--- config.mk ---
export PLATFORM = sky130hd
export DESIGN_NAME = fsx_flag_xfer
export DESIGN_NICKNAME = d
export VERILOG_FILES = /design/src/rtl/fsx_pkg.sv /design/src/rtl/fsx_hazard.sv /design/src/rtl/fsx_fp_flags.sv /design/src/rtl/fsx_merge.sv /design/src/rtl/fsx_flag_xfer.sv
export SDC_FILE = /design/constraint.sdc
export NUM_CORES = 1
export LEC_CHECK = 0
export CAP_MARGIN = 15
export CORE_ASPECT_RATIO = 0.9
export CORE_MARGIN = 2
export CORE_UTILIZATION = 36
export DETAILED_ROUTE_END_ITERATION = 8
export PLACE_DENSITY = 0.79
export SYNTH_ARGS = -nofsm -noshare
export SYNTH_HDL_FRONTEND = slang
export SYNTH_SLANG_ARGS = --single-unit
export TNS_END_PERCENT = 50
--- constraint.sdc ---
create_clock -name clk -period 2.3 [get_ports clk]
set_clock_uncertainty 0.15 [all_clocks]
set_input_delay 0.46 -clock clk [delete_from_list [all_inputs] [get_ports clk]]
set_output_delay 0.46 -clock clk [all_outputs]
set_load 0.03 [all_outputs]
--- src/rtl/fsx_pkg.sv ---
package fsx_pkg;
  localparam int FP_W  = 8;
  localparam int CPU_W = 5;
  localparam int PLAIN_W = 6;

  // floating-point flag positions (also mask positions)
  localparam int F_TF  = 0;
  localparam int F_CI  = 1;
  localparam int F_ZI  = 2;
  localparam int F_ZF  = 3;
  localparam int F_NI  = 4;
  localparam int F_NF  = 5;
  localparam int F_LUF = 6;
  localparam int F_LVF = 7;

  // CPU status positions
  localparam int C_C  = 0;
  localparam int C_TC = 1;
  localparam int C_Z  = 2;
  localparam int C_N  = 3;
  localparam int C_OV = 4;

  typedef logic [FP_W-1:0]  fp_word_t;
  typedef logic [CPU_W-1:0] cpu_word_t;

  // which floating-point flags feed a given CPU bit
  function automatic fp_word_t src_of(input int dst);
    fp_word_t s;
    s = '0;
    case (dst)
      C_C:  s[F_TF] = 1'b1;
      C_TC: s[F_TF] = 1'b1;
      C_Z:  begin s[F_ZF] = 1'b1; s[F_ZI] = 1'b1; end
      C_N:  begin s[F_NF] = 1'b1; s[F_NI] = 1'b1; end
      C_OV: begin s[F_LVF] = 1'b1; s[F_LUF] = 1'b1; end
      default: s = '0;
    endcase
    return s;
  endfunction
endpackage

--- src/rtl/fsx_hazard.sv ---
module fsx_hazard #(
  parameter int DELAY_SLOTS = 1
) (
  input  logic clk,
  input  logic rst,
  input  logic op2_issue,
  input  logic xfer_req,
  output logic pending,
  output logic hazard,
  output logic fire
);
  localparam int CNT_W = $clog2(DELAY_SLOTS + 1);
  localparam logic [CNT_W-1:0] LOAD = CNT_W'(DELAY_SLOTS);

  logic [CNT_W-1:0] slots_left;

  always_ff @(posedge clk) begin
    if (rst)                 slots_left <= '0;
    else if (op2_issue)      slots_left <= LOAD;
    else if (slots_left != 0) slots_left <= slots_left - 1'b1;
  end

  assign pending = (slots_left != '0);
  assign hazard  = xfer_req & pending;
  assign fire    = xfer_req & ~pending;


  issue_pend_chk: assert property (@(posedge clk) disable iff (rst)
    op2_issue |=> pending);
endmodule

--- src/rtl/fsx_fp_flags.sv ---
module fsx_fp_flags
  import fsx_pkg::*;
(
  input  logic               clk,
  input  logic               rst,
  input  logic               upd_en,
  input  logic [PLAIN_W-1:0] upd_val,
  input  logic               unf_evt,
  input  logic               ovf_evt,
  input  fp_word_t           clr_mask,
  output fp_word_t           flags
);
  logic [FP_W-1:PLAIN_W] set_vec;
  assign set_vec = {ovf_evt, unf_evt};

  for (genvar i = 0; i < FP_W; i++) begin : g_bit
    if (i < PLAIN_W) begin : g_plain
      always_ff @(posedge clk) begin
        if (rst)         flags[i] <= 1'b0;
        else if (upd_en) flags[i] <= upd_val[i];
      end
    end else begin : g_sticky
      always_ff @(posedge clk) begin
        if (rst)              flags[i] <= 1'b0;
        else if (set_vec[i])  flags[i] <= 1'b1;
        else if (clr_mask[i]) flags[i] <= 1'b0;
      end
    end
  end


  sticky_set_chk: assert property (@(posedge clk) disable iff (rst)
    ovf_evt |=> flags[F_LVF]);

  sticky_hold_chk: assert property (@(posedge clk) disable iff (rst)
    (flags[F_LUF] && !clr_mask[F_LUF]) |=> flags[F_LUF]);

  plain_hold_chk: assert property (@(posedge clk) disable iff (rst)
    !upd_en |=> flags[PLAIN_W-1:0] == $past(flags[PLAIN_W-1:0]));
endmodule

--- src/rtl/fsx_merge.sv ---
module fsx_merge
  import fsx_pkg::*;
(
  input  fp_word_t  mask,
  input  fp_word_t  flags,
  input  cpu_word_t cur,
  output cpu_word_t nxt
);
  for (genvar d = 0; d < CPU_W; d++) begin : g_dst
    localparam fp_word_t SRC = src_of(d);
    logic picked;
    logic value;
    assign picked = |(mask & SRC);
    assign value  = |(mask & SRC & flags);
    assign nxt[d] = picked ? value : cur[d];
  end
endmodule

--- src/rtl/fsx_flag_xfer.sv ---
module fsx_flag_xfer
  import fsx_pkg::*;
#(
  parameter int DELAY_SLOTS = 1
) (
  input  logic        clk,
  input  logic        rst,
  input  logic        xfer_req,
  input  logic [7:0]  xfer_mask,
  input  logic        op2_issue,
  input  logic        fp_upd_en,
  input  logic [5:0]  fp_upd_val,
  input  logic        unf_evt,
  input  logic        ovf_evt,
  output logic [7:0]  fp_status,
  output logic [4:0]  cpu_status,
  output logic        hazard
);
  logic      fire;
  logic      pending;
  fp_word_t  clr_mask;
  cpu_word_t cpu_nxt;
  cpu_word_t cpu_q;

  fsx_hazard #(.DELAY_SLOTS(DELAY_SLOTS)) u_haz (
    .clk(clk), .rst(rst), .op2_issue(op2_issue), .xfer_req(xfer_req),
    .pending(pending), .hazard(hazard), .fire(fire)
  );

  // only sticky flags are cleared by an accepted transfer
  always_comb begin
    clr_mask = '0;
    if (fire) begin
      clr_mask[F_LUF] = xfer_mask[F_LUF];
      clr_mask[F_LVF] = xfer_mask[F_LVF];
    end
  end

  fsx_fp_flags u_fp (
    .clk(clk), .rst(rst), .upd_en(fp_upd_en), .upd_val(fp_upd_val),
    .unf_evt(unf_evt), .ovf_evt(ovf_evt), .clr_mask(clr_mask),
    .flags(fp_status)
  );

  fsx_merge u_mrg (
    .mask(xfer_mask), .flags(fp_status), .cur(cpu_q), .nxt(cpu_nxt)
  );

  always_ff @(posedge clk) begin
    if (rst)       cpu_q <= '0;
    else if (fire) cpu_q <= cpu_nxt;
  end

  assign cpu_status = cpu_q;


  haz_freeze_chk: assert property (@(posedge clk) disable iff (rst)
    hazard |=> $stable(cpu_status));

  haz_pend_chk: assert property (@(posedge clk) disable iff (rst)
    hazard |-> pending);

  idle_hold_chk: assert property (@(posedge clk) disable iff (rst)
    !xfer_req |=> $stable(cpu_status));

  tf_copy_chk: assert property (@(posedge clk) disable iff (rst)
    (fire && xfer_mask[F_TF]) |=> cpu_status[C_C] == cpu_status[C_TC]);

  lvf_clear_chk: assert property (@(posedge clk) disable iff (rst)
    (fire && xfer_mask[F_LVF] && !ovf_evt) |=> !fp_status[F_LVF]);
endmodule

* Yosys cells after proc, flatten, opt, wreduce, memory -nomap -nowiden
Cells that the tools add are included.
Word-level totals: register bits 13, word-level logic and storage cells 41
Operators by class: add/subtract/negate cells 1, mux-type cells 7, bitwise gates (word level) 7, reduce and logical (&&, ||, !) cells 13
Operator list (count):
- OR reduction 8 bit | 4
- bitwise AND 1 x 8 -> 8 bit | 1
- bitwise AND 4 x 8 -> 8 bit | 1
- bitwise AND 6 x 8 -> 8 bit | 1
- bitwise AND 8 bit | 1
- AND reduction 2 bit | 4
- 2-to-1 mux 1 bit | 6
- OR reduction 2 bit | 3
- nonzero test 2 bit | 2
- bitwise AND 1 bit | 2
- 2-to-1 mux 2 bit | 1
- NOT 1 bit | 1
- subtractor 1 bit (second input constant) | 1

* Logic depth before layout (Yosys ltp)
depth after elaboration 5, depth in mapped cells 3, depth with buffers taken out 3

* By module
From an unflattened synthesis, not the netlist that was laid out.
Second synthesis, totals: cells, all modules 62, area, all modules 604.3 µm²
By module, submodules not included:
- fsx_fp_flags | times used 1, cells an instance 28, area an instance 289.0 µm², seq. area each 160.2 µm²
- fsx_flag_xfer | times used 1, cells an instance 19, area an instance 198.9 µm², seq. area each 100.1 µm²
- fsx_merge | times used 1, cells an instance 11, area an instance 73.8 µm², seq. area each 0.0 µm²
- fsx_hazard | times used 1, cells an instance 4, area an instance 42.5 µm², seq. area each 20.0 µm²

* Worst setup path after synthesis
OpenSTA, ideal clock, no wires.
kind register to output, start point register, netlist name cpu_status[0], end point output cpu_status[1], arrival time 713 ps, required time 1690 ps, path slack 977 ps, stages on the path, launching flop included 2, path buffers 1, cells stage by stage dfxtp_1 buf_4
RTL lines:
- to (decl) | line fsx_flag_xfer.sv:16 | output logic [4:0] cpu_status,

* Worst setup path after layout
start point register u_fp.flags[0], end point output fp_status[0]
RTL lines:
- from (decl) | line fsx_fp_flags.sv:11 | output fp_word_t flags
- from (signal, indexed assignment) | line fsx_fp_flags.sv:20 | else if (upd_en) flags[i] <= upd_val[i];
- to (decl) | line fsx_flag_xfer.sv:15 | output logic [7:0] fp_status,
No word-level cell between the ends.

==> reports/metrics.yaml <==
status: "finished, final reports clean"
hp-class: "reg -> reg"
cp.buffers_inverters: 1
grt_max_degree: 14
crit-reg2reg-launch: "u_haz.pending"
clock_latency_ps: 270
dp_worst_setup_slack_ps: 374
avgRoutedWirePerCell_um: 11.8
initial_utilization_pct: 37.7
hold_viol: 0
power_mw: 0.510
synth_seq_cells: 13
dpl_cell_area_sq_um: 863
final_nets: 112
yosysSeqAreaShare_pct: 48.8
grtUsageMet3_pct: 10.4
maxCapViolCount: 0
num_vias: 515
wirelength_mm: 1.24
p_per_area_mw_per_mm2: 573
grt_antenna_before_repair: 0
cts_buffer_depth: 2
regArea_sq_um: 260
cts_htree_levels: 1
ys_types: 22
slowest_delay_ps: 690
avgSynthCellArea_sq_um: 9.52
yosysWarnings: 0
vdd_drop_max_uv: 345
crit_chain: "clkdlybuf4s50_1"
cpLargestDelayFamily: "buffers and inverters"
p_leak_nw: 0.350
fillers: 128
hold_ws_ps: 335
io_pins: 35
cp.arrival_ps: 1330
first_pass_iters: 2
ant_nets: 0
syn_to_final_growth_pct: 66.9
use_met2_pct: 23.9
rows: 13
dp_cells: 101
die_area_sq_mm: 0.00180
syn_inst: 56
design_area_sq_um: 890
drt_iter0_drc: 3
netlist.area_leader.share_pct: 48.8
mostFrequentLayoutCells: "32 x clkdlybuf4s50_1, 13 x dfxtp_1, 10 x nor2_1, 6 x mux2i_1, 5 x a21oi_1"
syn_area_sq_um: 533
path_class: "reg -> out"
overflow: 0
drc: 0
critPathCaptureType: "output pin"
die_y_um: 40.5
post-dp-hpwl_um: 944
start_kind: "flop"
final_util_pct: 62.9
multi_input_area_sq_um: 253
fmax_ghz: 0.516
timing.final.crit_share_pct: 84.3
cts_tree: "built"
synth_area_leaders: "dfxtp_1 49%, mux2i_1 11%, nor2_1 7.0%"
place_congestion: 0.648
cts_resized: 0
port_buffers: 33
stdcell_count: 105
fp.dieW_um: 44.6
fp.coreArea_sq_mm: 0.00142
path_clk_slew_ps: 80
grt_first_pass_wirelength_mm: 1.88
rsz0062_at_grt: "no"
final_common_cell: "clkdlybuf4s50_1"
crit_fanout: 3
worst_pin_slew_ps: 491
cp-startpoint: "u_fp.flags[0]"
cp.required_ps: 1690
cts_root_buf: "clkbuf_4"
use_met1_pct: 16.4
numCtsBuffers: 3
clock_sinks: 13
crit_slowest_cell: "clkdlybuf4s50_1"
n_antenna_cell: 0
synth_nets: 77
synth_top_cell_by_area: "dfxtp_1"
hold_buffers: 0
drive_gt1_share_pct: 10.0
globalRouteTotalUtil_pct: 15.7
cts_setup_buffers: 0
layout_setup_ws_ps: 360
min-delay-start: "cpu_status[3]"
finalSetupTns_ps: 0
timing.slew.headroom_pct: 67.2
routed_via_density: 4.90
setup_viol: 0
grt-busiest-layer: "met2"
grt_pass1_vias: 455
drv_slew: 0
post-route-min-period_ps: 1940
## synthesized netlist by cell type
| cell type | number |
|---|---|
| buf_4 | 1 |
| nand2_1 | 2 |
| mux2i_1 | 6 |
| buf_2 | 1 |
| a311oi_2 | 1 |
| and2_2 | 1 |
| clkbuf_1 | 1 |
| o21ai_1 | 2 |
| inv_1 | 1 |
| nand2b_1 | 1 |
| nor2_1 | 10 |
| a22oi_1 | 1 |
| a21oi_1 | 5 |
| nand3_1 | 1 |
| a21oi_2 | 1 |
| or2_4 | 1 |
| nand3b_1 | 2 |
| nor2b_1 | 1 |
| and2b_4 | 1 |
| a22o_1 | 2 |
| dfxtp_1 | 13 |
| o21ai_0 | 1 |
## registers in the layout, summed over array words and instances, names as in the netlist
register and count:
cpu_status 4, u_fp.flags 8, u_haz.pending 1
## cell type report
| class | instances | share of cell area, % |
|---|---|---|
| repair buffers | 33 | 36.8 |
| flip-flops and latches | 13 | 29.3 |
| inverters | 1 | 0.422 |
| clock buffers | 4 | 2.95 |
| multi-input cells | 39 | 28.4 |
| well taps | 15 | 2.11 |
## per-layer routing
layer  vias up  part of all wire (%)
li1        259                     -
met1       235                    41
met2        19                    50
met3         2                   8.6
met4         0                  0.40
met5         -                     0
## cell families after synthesis
kind of cell | synth area share, %
buffers and inverters | 3.75
AND/OR/NAND/NOR | 19.5
multiplexers | 11.3
AO/OA/AOI/OAI | 16.7
flip-flops | 48.8
## report_power, final
group / internal (mW) / switching, mW / total [mW]
combinational: 0.0672 / 0.0560 / 0.123
sequential: 0.238 / 0.00902 / 0.247
clock: 0.0671 / 0.0725 / 0.140
total: 0.372 / 0.137 / 0.510
## final timing paths
path / end / slack, ps / depth (start not counted)
max: fp_status[0] / 360 / 1
min: cpu_status[3] / 330 / 2
max reg2reg: cpu_status[4] / 1150 / 3
min reg2reg: cpu_status[3] / 330 / 2
(Power assumes the default switching activity.)
